$ cat src/rtl/vdr_pkg.sv
package vdr_pkg;
    typedef enum logic [1:0] {
        ST_WAIT_BOOT = 2'd0,
        ST_APPLY     = 2'd1,
        ST_RUN       = 2'd2
    } vdr_state_e;

    localparam int          ADDR_W     = 3;
    localparam logic [2:0]  ADDR_REE   = 3'd0;
    localparam logic [2:0]  ADDR_RTYPE = 3'd1;
    localparam logic [2:0]  ADDR_IRQEN = 3'd2;
    localparam logic [2:0]  ADDR_FLTEN = 3'd3;
    localparam logic [2:0]  ADDR_PEND  = 3'd4;
    localparam logic [2:0]  ADDR_LOCK  = 3'd5;
endpackage

$ cat src/rtl/vdr_debounce.sv
module vdr_debounce #(
    parameter int DEB_CYC = 16
) (
    input  logic clk,
    input  logic por_n,
    input  logic raw,
    output logic lvl,
    output logic rise
);
    localparam int CNT_W = $clog2(DEB_CYC) + 1;
    localparam logic [CNT_W-1:0] CNT_LAST = CNT_W'(DEB_CYC - 1);

    logic [CNT_W-1:0] cnt_q;
    logic             lvl_q;
    logic             prev_q;

    always_ff @(posedge clk or negedge por_n) begin
        if (!por_n) begin
            cnt_q <= '0;
            lvl_q <= 1'b0;
        end else if (!raw) begin
            cnt_q <= '0;
            lvl_q <= 1'b0;
        end else if (cnt_q == CNT_LAST) begin
            lvl_q <= 1'b1;
        end else begin
            cnt_q <= cnt_q + 1'b1;
        end
    end

    always_ff @(posedge clk or negedge por_n) begin
        if (!por_n) prev_q <= 1'b0;
        else        prev_q <= lvl_q;
    end

    assign lvl  = lvl_q;
    assign rise = lvl_q & ~prev_q;
endmodule

$ cat src/rtl/vdr_regfile.sv
module vdr_regfile
    import vdr_pkg::*;
#(
    parameter int NUM_DET = 12
) (
    input  logic               clk,
    input  logic               por_n,
    input  logic               wr_en,
    input  logic [ADDR_W-1:0]  addr,
    input  logic [NUM_DET-1:0] wdata,
    input  logic               apply,
    input  logic [NUM_DET-1:0] boot_word,
    input  logic [NUM_DET-1:0] trip_rise,
    output logic [NUM_DET-1:0] rdata,
    output logic [NUM_DET-1:0] ree_o,
    output logic [NUM_DET-1:0] rtype_o,
    output logic [NUM_DET-1:0] ie_o,
    output logic [NUM_DET-1:0] fee_o,
    output logic [NUM_DET-1:0] pend_o,
    output logic [NUM_DET-1:0] lock_o
);
    logic [NUM_DET-1:0] ree_q, rtype_q, ie_q, fee_q, pend_q, lock_q;

    // reset enable and lock: boot load forces, software may only add on top of lock
    always_ff @(posedge clk or negedge por_n) begin
        if (!por_n) begin
            ree_q  <= '0;
            lock_q <= '0;
        end else if (apply) begin
            lock_q <= boot_word;
            ree_q  <= ree_q | boot_word;
        end else if (wr_en && addr == ADDR_REE) begin
            ree_q  <= wdata | lock_q;
        end
    end

    always_ff @(posedge clk or negedge por_n) begin
        if (!por_n) begin
            rtype_q <= '0;
            ie_q    <= '0;
            fee_q   <= '0;
        end else if (wr_en) begin
            if (addr == ADDR_RTYPE) rtype_q <= wdata;
            if (addr == ADDR_IRQEN) ie_q    <= wdata;
            if (addr == ADDR_FLTEN) fee_q   <= wdata;
        end
    end

    // pending: per-bit set by trip, write-1-to-clear, set wins
    for (genvar i = 0; i < NUM_DET; i++) begin : g_pend
        always_ff @(posedge clk or negedge por_n) begin
            if (!por_n)
                pend_q[i] <= 1'b0;
            else if (trip_rise[i])
                pend_q[i] <= 1'b1;
            else if (wr_en && addr == ADDR_PEND && wdata[i])
                pend_q[i] <= 1'b0;
        end
    end

    always_comb begin
        unique case (addr)
            ADDR_REE:   rdata = ree_q;
            ADDR_RTYPE: rdata = rtype_q;
            ADDR_IRQEN: rdata = ie_q;
            ADDR_FLTEN: rdata = fee_q;
            ADDR_PEND:  rdata = pend_q;
            ADDR_LOCK:  rdata = lock_q;
            default:    rdata = '0;
        endcase
    end

    assign ree_o   = ree_q;
    assign rtype_o = rtype_q;
    assign ie_o    = ie_q;
    assign fee_o   = fee_q;
    assign pend_o  = pend_q;
    assign lock_o  = lock_q;
endmodule

$ cat src/rtl/vdr_route.sv
module vdr_route #(
    parameter int NUM_DET = 12
) (
    input  logic [NUM_DET-1:0] pend,
    input  logic [NUM_DET-1:0] ree,
    input  logic [NUM_DET-1:0] rtype,
    input  logic [NUM_DET-1:0] ie,
    input  logic [NUM_DET-1:0] fee,
    input  logic [NUM_DET-1:0] lvl,
    output logic               func_any,
    output logic               dest_any,
    output logic               irq_any,
    output logic               flt_any,
    output logic               hold_any
);
    logic [NUM_DET-1:0] func_v, dest_v, irq_v, flt_v, hold_v;

    for (genvar i = 0; i < NUM_DET; i++) begin : g_det
        assign func_v[i] = pend[i] & ree[i] & ~rtype[i];
        assign dest_v[i] = pend[i] & ree[i] &  rtype[i];
        assign irq_v[i]  = pend[i] & ie[i];
        assign flt_v[i]  = pend[i] & fee[i];
        assign hold_v[i] = lvl[i]  & ree[i] &  rtype[i];
    end

    assign func_any = |func_v;
    assign dest_any = |dest_v;
    assign irq_any  = |irq_v;
    assign flt_any  = |flt_v;
    assign hold_any = |hold_v;
endmodule

$ cat src/rtl/vd_reaction_ctrl.sv
module vd_reaction_ctrl
    import vdr_pkg::*;
#(
    parameter int NUM_DET = 12,
    parameter int DEB_CYC = 16
) (
    input  logic               clk,
    input  logic               por_n,
    input  logic               boot_cfg_valid,
    input  logic [NUM_DET-1:0] boot_cfg_word,
    input  logic [NUM_DET-1:0] trip_raw,
    input  logic               reg_wr,
    input  logic [2:0]         reg_addr,
    input  logic [NUM_DET-1:0] reg_wdata,
    output logic [NUM_DET-1:0] reg_rdata,
    output logic               func_rst_req,
    output logic               dest_rst_req,
    output logic               irq,
    output logic               fault_evt,
    output logic               ext_rst_n,
    output logic               hold_phase0
);
    vdr_state_e state_q, state_d;

    logic [NUM_DET-1:0] deb_lvl, trip_rise;
    logic [NUM_DET-1:0] ree_q, rtype_q, ie_q, fee_q, pend_q, lock_q;
    logic               apply, wr_en;
    logic               func_any, dest_any, irq_any, flt_any, hold_any;

    // state register
    always_ff @(posedge clk or negedge por_n) begin
        if (!por_n) state_q <= ST_WAIT_BOOT;
        else        state_q <= state_d;
    end

    // next state
    always_comb begin
        state_d = state_q;
        unique case (state_q)
            ST_WAIT_BOOT: if (boot_cfg_valid) state_d = ST_APPLY;
            ST_APPLY:     state_d = ST_RUN;
            ST_RUN:       state_d = ST_RUN;
            default:      state_d = ST_WAIT_BOOT;
        endcase
    end

    assign apply = (state_q == ST_WAIT_BOOT) && boot_cfg_valid;
    assign wr_en = (state_q == ST_RUN) && reg_wr;

    for (genvar i = 0; i < NUM_DET; i++) begin : g_deb
        vdr_debounce #(.DEB_CYC(DEB_CYC)) u_deb (
            .clk  (clk),
            .por_n(por_n),
            .raw  (trip_raw[i]),
            .lvl  (deb_lvl[i]),
            .rise (trip_rise[i])
        );
    end

    vdr_regfile #(.NUM_DET(NUM_DET)) u_regs (
        .clk      (clk),
        .por_n    (por_n),
        .wr_en    (wr_en),
        .addr     (reg_addr),
        .wdata    (reg_wdata),
        .apply    (apply),
        .boot_word(boot_cfg_word),
        .trip_rise(trip_rise),
        .rdata    (reg_rdata),
        .ree_o    (ree_q),
        .rtype_o  (rtype_q),
        .ie_o     (ie_q),
        .fee_o    (fee_q),
        .pend_o   (pend_q),
        .lock_o   (lock_q)
    );

    vdr_route #(.NUM_DET(NUM_DET)) u_route (
        .pend    (pend_q),
        .ree     (ree_q),
        .rtype   (rtype_q),
        .ie      (ie_q),
        .fee     (fee_q),
        .lvl     (deb_lvl),
        .func_any(func_any),
        .dest_any(dest_any),
        .irq_any (irq_any),
        .flt_any (flt_any),
        .hold_any(hold_any)
    );

    // outputs
    always_ff @(posedge clk or negedge por_n) begin
        if (!por_n) begin
            func_rst_req <= 1'b0;
            dest_rst_req <= 1'b0;
            irq          <= 1'b0;
            fault_evt    <= 1'b0;
            ext_rst_n    <= 1'b1;
            hold_phase0  <= 1'b0;
        end else begin
            func_rst_req <= func_any;
            dest_rst_req <= dest_any;
            irq          <= irq_any;
            fault_evt    <= flt_any;
            ext_rst_n    <= ~dest_any;
            hold_phase0  <= hold_any;
        end
    end
endmodule

$ cat config.mk
export PLATFORM = sky130hd
export DESIGN_NAME = vd_reaction_ctrl
export DESIGN_NICKNAME = d
export VERILOG_FILES = /design/src/rtl/vdr_pkg.sv /design/src/rtl/vdr_debounce.sv /design/src/rtl/vdr_regfile.sv /design/src/rtl/vdr_route.sv /design/src/rtl/vd_reaction_ctrl.sv
export SDC_FILE = /design/constraint.sdc
export NUM_CORES = 1
export LEC_CHECK = 0
export BUFFER_PORTS_ARGS = -buffer_cell sky130_fd_sc_hd__buf_2
export CORE_MARGIN = 4
export CORE_UTILIZATION = 40
export CTS_CLUSTER_SIZE = 25
export DETAILED_ROUTE_END_ITERATION = 8
export PLACE_DENSITY_LB_ADDON = 0.15
export SLEW_MARGIN = 20
export SYNTH_ARGS = -nofsm -noshare
export SYNTH_HDL_FRONTEND = slang
export SYNTH_SLANG_ARGS = --single-unit
export TNS_END_PERCENT = 50
$ cat constraint.sdc
create_clock -name clk -period 2.7 [get_ports clk]
set_input_delay 0 -clock clk [delete_from_list [all_inputs] [get_ports clk]]
set_output_delay 0 -clock clk [all_outputs]
set_load 0.01 [all_outputs]
# After elaboration in Yosys (flattened, before gate mapping)
# Index checks and enable logic that the tools add are counted.
# word_totals
reg_bits	164
in_bits	43
output_inout_bits	18
elab_cells	356
# op_classes
addsub	12
eq_ne	44
n_mux	77
n_bitwise	123
n_reduce_logical	40
# op_table
op	count
5-bit 2-to-1 mux	24
1-bit AND	96
12-bit one-hot mux with 6 select lines	1
5-bit by 1-bit adder with 5-bit output (second input constant)	12
5-bit by 4-bit == test with 1-bit output (second input constant)	12
12-bit OR reduction	5
1-bit 2-to-1 mux	48
2-bit != test (second input constant)	13
2-bit nonzero test	13
1-bit inverter	25
12-bit 2-to-1 mux	2
2-bit by 1-bit != test with 1-bit output (second input constant)	12
12-bit OR	2
1-bit logical AND	16
3-bit by 2-bit == test with 1-bit output (second input constant)	2
3-bit == test (second input constant)	2
2-bit AND reduction	3
2-bit one-hot mux with 2 select lines	1
3-bit by 1-bit == test with 1-bit output (second input constant)	1
3-bit logical NOT	1
2-bit by 1-bit == test with 1-bit output (second input constant)	1
2-bit == test (second input constant)	1
2-bit logical NOT	1
2-bit 2-to-1 mux	1
2-bit OR reduction	1

# Logic depth before layout (Yosys ltp)
# logic_depth
word_depth	6
mapped_depth	9
depth_no_buf	6

# Modules after synthesis
# From an unflattened synthesis, not the netlist that was laid out.
# unflattened
cells_unflattened	686
hier_area_um2	8331.7
# by_module_without_submodules
module	n_inst	cells_each	area_per_inst_um2	seq_area_each_um2
vdr_debounce	12	27	341.6	175.2
vdr_regfile	1	281	3525.9	1801.7
vdr_route	1	62	399.1	0.0
vd_reaction_ctrl	1	19	307.8	201.4

# Worst setup path after synthesis
# OpenSTA, ideal clock, no wires.
# synth_timing
path_type	flip-flop to flip-flop
start	register state_q[0]
end	register u_regs.ree_q[6], in the netlist u_regs.ree_o[6]
setup_time_ps	122
t_arrival_ps	1751
t_required_ps	2578
setup_slack_ps	826
path_stages_with_launch	10
n_path_buf	3
synth_period_minus_slack_ps	1874
path_cell_list	dfrtp_1 > inv_1 > ha_1 > and2_1 > clkbuf_1 > or4b_1 > buf_2 > buf_6 > nor3_2 > a21oi_1
# synth_between
elab_chain_len	4
word_cells_on_any_way	7
classes_between	1 x eq/ne; 1 x mux; 5 x reduce/logical
# synth_rtl
item	line	source
from (decl)	vd_reaction_ctrl.sv:23	vdr_state_e state_q, state_d;
from (signal assigned)	vd_reaction_ctrl.sv:33	else state_q <= state_d;
2-bit == test	vd_reaction_ctrl.sv:48	assign wr_en = (state_q == ST_RUN) && reg_wr;
1-bit logical AND	vd_reaction_ctrl.sv:48	
1-bit logical AND	vdr_regfile.sv:32	end else if (wr_en && addr == ADDR_REE) begin
2-bit nonzero test (no line)	--	
to (signal assigned)	vdr_regfile.sv:31	ree_q <= ree_q | boot_word;
to (signal assigned)	vdr_regfile.sv:33	ree_q <= wdata | lock_q;
to (decl)	vdr_regfile.sv:22	logic [NUM_DET-1:0] ree_q, rtype_q, ie_q, fee_q, pend_q, lock_q;
# Several ways; a longest one is shown, not always the timed one.
# A chain may end at the register's enable or synchronous reset.

# Worst setup path in the final report
# layout_timing
start	register state_q[0]
end	register u_regs.fee_q[6], in the netlist u_regs.fee_o[6]
# layout_between
elab_chain_len	3
# layout_rtl
item	line	source
2-bit == test	vd_reaction_ctrl.sv:48	
1-bit logical AND	vd_reaction_ctrl.sv:48	
2-bit AND reduction (no line)	--	
to (signal assigned)	vdr_regfile.sv:45	if (addr == ADDR_FLTEN) fee_q <= wdata;
to (decl)	vdr_regfile.sv:22	
# No other way between the ends.

==> results.toml <==
[grt]
grt_max_degree = 159
grt.total_usage_pct = 17.9
grt_pass1_wl_um = 31100
grt-ovfl-total = 0
antenna_found_initial = 0
first_global_vias = 5775

[outcome]
status = "finished, final reports clean"

[synthesis]
yosysTopAreaCellShare_pct = 51.7
synth-edff-count = 0
synth_top_area_cell = "dfrtp_1"
ys_seq_elements = 164
syn_area_um2 = 7900
ys_types = 39
syn-num-nets = 761
syn_avg_cell_area_um2 = 11.4
synth_area_leaders = "dfrtp_1, mux2_2, ha_1"
ys_async_sr_fraction_pct = 100
synth-main-ff-cell = "dfrtp_1"
synth-seq-area-share_pct = 52.0
synth_cells = 691
yosysWarningCount = 0

[die]
start_util_pct = 40.6
die_area_um2 = 22000
die_w_um = 148
num_rows = 51
core_area_um2 = 19500
ioPinCount = 61
fp.dieH_um = 148

[route]
drt-initial-drc-count = 379
antenna_left = 0
via_count = 5592
wirelength_um = 18800
wl_per_cell_um = 17.7
drc = 0
routed_via_density = 5.25
dr.pass1.iters = 5

[placement]
postPlaceCellArea_um2 = 8490
routabilityCongestion = 0.892
port_buffers = 60
dp_hpwl_um = 13000
post-place-ws_ps = 687

[sta]
finalClockSkew_ps = 6.84
min_period_over_period_pct = 76.0
finalWorstSetupSlack_ps = 649
rsz0062_at_grt = "no"
slew_headroom_pct = 34.2
fin_setup_tns_ps = 0
layout_min_cycle_time_ps = 2050
worst_pin_slew_ps = 987
fmax_mhz = 488
maxSlewViolCount = 0
finalHoldViolations = 0
setup_viol = 0

[cells_and_area]
drive_gt1_share_pct = 20.5
diodes = 0
fin_area_um2 = 9500
final_util_pct = 48.8
syn_to_final_growth_pct = 20.3
fin_nets = 860

[cts]
clkTransAtPathRegs_ps = 60
cts_resized = 0
cts_tree = "done"
ctsHtreeMaxLevel = 4
postCtsSetupBuffers = 0
cts_root_buf = "clkbuf_16"
cts_sinks = 164
insertion_delay_ps = 420
clockBufferDepth = 2
cts_hold_buf = 39
cts_inserted_buffers = 17

[power_and_ir_drop]
ir_drop_v = 0.000439
power.leakage_nw = 4.21
powerDensity_nw_per_um2 = 746

[critical_path]
endpoint = "u_regs.fee_o[6]$_DFFE_PN0P_"
cp.arrival_ps = 2350
r2r_slack_ps = 650
crit_start = "state_q[0]$_DFFE_PN0P_"
cp-start-kind = "flop"
worst_r2r_endpoint = "u_regs.fee_o[6]$_DFFE_PN0P_"
endpoint_kind = "flop"
critical_path_class = "reg2reg"
timing.rr.start = "state_q[0]$_DFFE_PN0P_"
cp.required_ps = 3000
r2r_cells = 5
path_max_fanout = 12

[min_path]
hold_class = "in2async"

[job]
cap_violations = 0
layer usage:
layer | routed length (um) | up-vias | global-route usage, % | share of wire [%]
met1 | 8720 | 2804 | 24.8 | 46
li1 | - | 2638 | - | -
met4 | 215 | 0 | 4.39 | 1.1
met3 | 881 | 20 | 3.84 | 4.7
met5 | 0 | - | 0 | 0
met2 | 9010 | 130 | 28.9 | 48
logic make-up (layout without fill, tap and decap cells):
family,count (synthesis),count (layout),share of synthesized area (%)
buf+inv,59,169,3.22
xor+xnor,36,36,3.99
compound gates,105,105,8.91
flops,164,164,52.0
mux,82,82,11.8
simple gates,218,218,15.8
fa+ha+maj,27,27,4.28
cell usage after synthesis, types with 12 or more instances:
cell        n
o21a_1     14
nand3_1    26
clkbuf_1   19
mux2i_1    29
nand2_1    53
mux2_2     49
nor2b_1    12
inv_1      28
nand2b_1   15
dfrtp_1   163
a21oi_1    25
o21ai_0    18
a22o_1     18
ha_1       27
nand4b_1   12
xnor2_1    36
and2_1     49
and3_1     14
placed cells by master (no fill, tap or decap), drive strengths merged, types with 14 or more instances in the layout:
| cell | n |
|---|---|
| inv | 28 |
| mux2i | 29 |
| o21ai | 18 |
| a22o | 18 |
| dfrtp | 163 |
| o21a | 14 |
| and2 | 49 |
| buf | 72 |
| nand3 | 26 |
| nand2b | 15 |
| xnor2 | 36 |
| nor3 | 14 |
| a21oi | 25 |
| mux2 | 49 |
| ha | 27 |
| and3 | 14 |
| nand2 | 53 |
| clkbuf | 21 |
| dlygate4sd3 | 39 |
layout make-up:
class                           count  area, um2
Timing Repair Buffer              111        800
Clock inverter                      9        153
Clock buffer                       21        470
Sequential cell                   164       4110
Fill cell                        1763       9960
Tap cell                          265        332
Inverter                           28        105
Multi-Input combinational cell    468       3540
critical path: stages, from the launching register on:
cell and delay, ps:
dfrtp_1 360, inv_1 120, ha_1 180, and3b_2 220
nand3_1 540, mux2_2 510
stage by stage:
step	instances	total power, mW	hold WS [ps]
after floorplan	691	4.02	-296
after global placement	997	4.44	-202
after detailed placement	997	4.50	-198
after CTS	1066	7.15	208
after global routing	1066	7.43	215
final	1066	7.09	209
power by group:
part / internal (mW) / switching (mW) / leakage (nW)
combinational: 0.631 / 0.524 / 1.79
sequential: 2.89 / 0.463 / 2.12
clock: 1.61 / 0.967 / 0.297
total: 5.13 / 1.95 / 4.21
sequential cells by signal (all words and copies together), names as in the netlist:
name                count
g_deb.u_deb.cnt_q      60
g_deb.u_deb.lvl        12
g_deb.u_deb.prev_q     12
u_regs.fee_o           12
u_regs.ie_o            12
u_regs.lock_o          12
u_regs.pend_o          12
u_regs.ree_o           12
u_regs.rtype_o         12
state_q                 2
dest_rst_req            1
ext_rst_n               1
fault_evt               1
func_rst_req            1
hold_phase0             1
irq                     1
worst min path at each step:
stage | start | cells past startpoint | endpoint
after detailed placement | por_n | 1 | g_deb[10].u_deb.cnt_q[4]$_DFFE_PN0P_
final | por_n | 3 | g_deb[7].u_deb.cnt_q[0]$_DFFE_PN0P_
after floorplan | por_n | 0 | dest_rst_req$_DFF_PN0_
after CTS | reg_wr | 6 | u_regs.pend_o[6]$_DFFE_PN0P_
after global placement | por_n | 1 | g_deb[10].u_deb.cnt_q[4]$_DFFE_PN0P_
after global routing | reg_wr | 6 | u_regs.pend_o[6]$_DFFE_PN0P_
No activity file was read; power rests on OpenSTA's default activity.
